$ cat config.mk
export PLATFORM = sky130hd
export DESIGN_NAME = combo_bank_decoder
export DESIGN_NICKNAME = d
export VERILOG_FILES = /design/src/rtl/cbd_pkg.sv /design/src/rtl/cbd_enable_decode.sv /design/src/rtl/cbd_lane_ctrl.sv /design/src/rtl/cbd_addr_form.sv /design/src/rtl/combo_bank_decoder.sv
export SDC_FILE = /design/constraint.sdc
export NUM_CORES = 1
export LEC_CHECK = 0
export BUFFER_PORTS_ARGS = -buffer_cell sky130_fd_sc_hd__buf_4
export CORE_MARGIN = 5
export CORE_UTILIZATION = 30
export DETAILED_ROUTE_END_ITERATION = 6
export PLACE_DENSITY = 0.84
export SLEW_MARGIN = 10
export SYNTH_ARGS = -nofsm -noshare
export SYNTH_HDL_FRONTEND = slang
export SYNTH_SLANG_ARGS = --single-unit
export TNS_END_PERCENT = 50
$ cat constraint.sdc
create_clock -name clk -period 2.48 [get_ports clk]
set_input_delay 0.124 -clock clk [delete_from_list [all_inputs] [get_ports clk]]
set_output_delay 0.124 -clock clk [all_outputs]
set_load 0.02 [all_outputs]
$ cat src/rtl/cbd_pkg.sv
package cbd_pkg;
  typedef struct packed {
    logic flash_sel;
    logic psram_sel;
    logic clash;
  } bank_sel_t;
endpackage

$ cat src/rtl/cbd_enable_decode.sv
module cbd_enable_decode
  import cbd_pkg::*;
(
  input  logic      flash_ce_n,
  input  logic      ps_ce1_n,
  input  logic      ps_ce2,
  input  logic      oe_n,
  input  logic      we_n,
  output bank_sel_t sel,
  output logic      standby,
  output logic      flash_rd,
  output logic      psram_rd,
  output logic      flash_wr,
  output logic      psram_wr
);
  logic f_req, p_req;

  always_comb begin
    f_req         = ~flash_ce_n;
    p_req         = ~ps_ce1_n & ps_ce2;
    sel.clash     = f_req & p_req;
    sel.flash_sel = f_req & ~sel.clash;
    sel.psram_sel = p_req & ~sel.clash;
    standby       = ~f_req & ~p_req;
    flash_rd      = sel.flash_sel & ~oe_n;
    psram_rd      = sel.psram_sel & ~oe_n;
    flash_wr      = sel.flash_sel & ~we_n & oe_n;
    psram_wr      = sel.psram_sel & ~we_n & oe_n;
  end
endmodule

$ cat src/rtl/cbd_lane_ctrl.sv
module cbd_lane_ctrl #(
  parameter int DATA_W = 16
) (
  input  logic              flash_rd,
  input  logic              psram_rd,
  input  logic              word_mode,
  output logic [DATA_W-1:0] lane_oe
);
  localparam int LOW_LANES = DATA_W / 2;

  for (genvar i = 0; i < DATA_W; i++) begin : g_lane
    if (i < LOW_LANES) begin : g_low
      assign lane_oe[i] = flash_rd | psram_rd;
    end else begin : g_high
      assign lane_oe[i] = psram_rd | (flash_rd & word_mode);
    end
  end
endmodule

$ cat src/rtl/cbd_addr_form.sv
module cbd_addr_form #(
  parameter int ADDR_W = 21
) (
  input  logic            word_mode,
  input  logic            dq_msb,
  input  logic [ADDR_W-1:0] addr,
  output logic [ADDR_W:0]   flash_addr
);
  always_comb begin
    if (word_mode) flash_addr = {1'b0, addr};
    else           flash_addr = {addr, dq_msb};
  end
endmodule

$ cat src/rtl/combo_bank_decoder.sv
module combo_bank_decoder
  import cbd_pkg::*;
#(
  parameter int DATA_W = 16,
  parameter int ADDR_W = 21
) (
  input  logic              clk,
  input  logic              rst,
  input  logic              flash_ce_n,
  input  logic              ps_ce1_n,
  input  logic              ps_ce2,
  input  logic              oe_n,
  input  logic              we_n,
  input  logic              word_mode,
  input  logic              dq_msb,
  input  logic [ADDR_W-1:0] addr,
  output logic              flash_act,
  output logic              psram_act,
  output logic              standby,
  output logic              contention,
  output logic              contention_q,
  output logic              flash_wr,
  output logic              psram_wr,
  output logic [DATA_W-1:0] lane_oe,
  output logic [ADDR_W:0]   flash_addr
);
  bank_sel_t sel;
  logic      flash_rd, psram_rd;

  cbd_enable_decode u_dec (
    .flash_ce_n (flash_ce_n),
    .ps_ce1_n   (ps_ce1_n),
    .ps_ce2     (ps_ce2),
    .oe_n       (oe_n),
    .we_n       (we_n),
    .sel        (sel),
    .standby    (standby),
    .flash_rd   (flash_rd),
    .psram_rd   (psram_rd),
    .flash_wr   (flash_wr),
    .psram_wr   (psram_wr)
  );

  cbd_lane_ctrl #(.DATA_W(DATA_W)) u_lanes (
    .flash_rd  (flash_rd),
    .psram_rd  (psram_rd),
    .word_mode (word_mode),
    .lane_oe   (lane_oe)
  );

  cbd_addr_form #(.ADDR_W(ADDR_W)) u_addr (
    .word_mode  (word_mode),
    .dq_msb     (dq_msb),
    .addr       (addr),
    .flash_addr (flash_addr)
  );

  assign flash_act  = sel.flash_sel;
  assign psram_act  = sel.psram_sel;
  assign contention = sel.clash;

  always_ff @(posedge clk) begin
    if (rst) contention_q <= 1'b0;
    else     contention_q <= sel.clash;
  end
endmodule

==> summary.md <==
| Metric | Value |
|---|---|
| Slowest CP cell | a21oi_1 |
| Fin crit period | approximately 1300 ps |
| PD cells | around 260 mW/mm^2 |
| Crit-path cells | buf_4 > nand3b_1 > a21oi_1 > buf_4 |
| Worst path max stage delay | between 400 and 500 ps |
| Grt ovf | 0 |
| Mapped Nets | 83 |
| RSZ-0062 raised after global routing | no |
| Synth Register Bits | 1 |
| Die width | approximately 50 um |
| Buf/Inv on CP | 2 |
| Commonest non-fill, non-tap cell in the layout | buf_4 |
| Syn Area/Cell | 8.92 um^2 |
| Cell Count, Final, Fillers Out | roughly 130 |
| Core area | between 0.0015 and 0.002 mm^2 |
| # Post-CTS Setup Buffers | 0 |
| Most flop-heavy register | contention_q |
| Hold depth | 2 |
| CTS resizes | 0 |
| Post-detailed-routing wire length | approximately 1700 um |
| Crit-path max FO | 8 |
| DRC Markers | 0 |
| Initial antenna violation count | 0 |
| Sum of negative setup slack | 0 ps |
| Post-DP Area | approximately 920 um^2 |
| Most frequent cell on the critical path | buf_4 |
| Num rows | 14 |
| Fin. max-slew vios | 0 |
| Synth warn | 0 |
| Largest net degree at the start of global routing | 24 |
| Final #Nets | 143 |
| Post-DP HPWL | around 1600 um |
| Antenna-violating nets left | 0 |
| Overall power | between 0.2 and 0.25 mW |
| GRT Total Usage | roughly 13% |
| Post-CTS Hold Fix Bufs | 0 |
| Max IR drop VDD | between 100 and 150 uV |
| Hold Violations, Final | 0 |
| Crit. Startpoint | ps_ce1_n |
| DR vias | between 500 and 600 |
| Worst EP required | 2360 ps |
| Worst Max-Slew Pin Slew | around 520 ps |
| Status | finished clean |
| Crit path capture type | output port |
| Initial Util | a little under a third |
| Vias/cell | around 4.5 |
| Worst slew margin | 65.4% |
| Commonest cells after routing, fill and taps aside | buf_4, mux2_2, nand2b_1, nor2_1, inv_1 |
| CTS clock-pin slew for the worst setup and hold paths | 0 ps |
| GP Congestion | ~0.79 |
| Worst EP arrival | between 1000 and 1500 ps |
| Maximum clock rate | between 0.7 and 0.8 GHz |
| Biggest regs | contention_q: 1 flops |
| Leakage | a little over 0.5 nW |
| Share of cells above drive strength 1 | 87.4% |
| Crit-path leading delay family | compound AO/OA/AOI/OAI gates |
| Seq/Total Area, Yosys | 4.23% |
| MaxCap Viol Count | 0 |
| Design area | ~920 um^2 |
| DIE AREA | about 0.0025 mm^2 |
| WHS | around 300 ps |
| Num ports | 75 |
| Drt first pass iters | 1 |
| DR WL/cell | between 10 and 15 um |
| Startpoint Class | primary input |
| Worst min-delay path class | primary input to flop |
| Min-delay src | rst |
| Mapped Area | between 400 and 500 um^2 |
| Post-synthesis instance total | between 50 and 60 |
| Max reg flops | 1 |
| Share of the clock period used by the worst path | between 50% and 60% |
| IO Port Bufs | 74 |
| Vias in the first global route | 598 |
| Setup violators final | 0 |
| 1st-iter DRT viols | 0 |
| Synthesis-to-layout area growth | 94.7% |
| Distinct cells, synth | 14 |
| First-pass GRT wire length | around 2700 um |
| Setup Crit Path Kind | primary input to output port |
| WHS Endpoint | contention_q |
| Ant. Diodes | 0 |
| DIE HEIGHT | approximately 50 um |
| Inst Count DP | around 130 |
-- cell type report --
cell class	count	area, um^2
fillers	136	586
repair buffers	74	556
multi-input cells	34	318
flip-flops and latches	1	20.0
well taps	16	20.0
inverters	2	7.51
-- power by group --
part / internal (mW) / switching, mW
sequential: 0.0168 / 0.0000907
combinational: 0.115 / 0.111
clock: 0 / 0
-- cell usage after synthesis --
| master | instances | area (um^2) |
|---|---|---|
| buf_6 | 2 | 22.5 |
| nor3_1 | 1 | 5.00 |
| a21oi_1 | 1 | 5.00 |
| nand3b_2 | 1 | 11.3 |
| a21oi_2 | 1 | 8.76 |
| nor2_1 | 3 | 11.3 |
| and2_1 | 1 | 6.26 |
| nand2b_1 | 3 | 18.8 |
| buf_4 | 14 | 105 |
| dfxtp_1 | 1 | 20.0 |
| mux2_2 | 21 | 236 |
| and2b_1 | 1 | 7.51 |
| inv_1 | 2 | 7.51 |
| nand3b_1 | 1 | 7.51 |
-- per-layer routing --
metal	vias to the layer above	GRT usage [%]	wire [um]
li1	284	-	-
met5	-	0	0
met1	247	13.5	610
met4	0	0	0
met3	0	5.42	249
met2	44	24.8	883
-- how the worst max path moves through the flow --
stage / endpoint / slack [ps] / cells after the start
global placement: lane_oe[2] / 1200 / 4
floorplan: lane_oe[1] / 1100 / 4
CTS: lane_oe[1] / 1160 / 5
detailed placement: lane_oe[1] / 1170 / 4
finish: lane_oe[7] / 1170 / 4
global route: lane_oe[5] / 970 / 5
-- stage by stage --
stage	setup WS (ps)	util (%)
floorplan	1100	-
global placement	1200	61.1
detailed placement	1170	61.1
CTS	1160	61.1
global route	970	61.1
finish	1170	61.1
-- logic make-up after synthesis --
group / synth area share [%]
buf+inv: 28.6
simple gates: 14.3
mux: 50.0
compound gates: 2.91
flops: 4.23
Note: power is estimated with default switching activity, not from simulation.
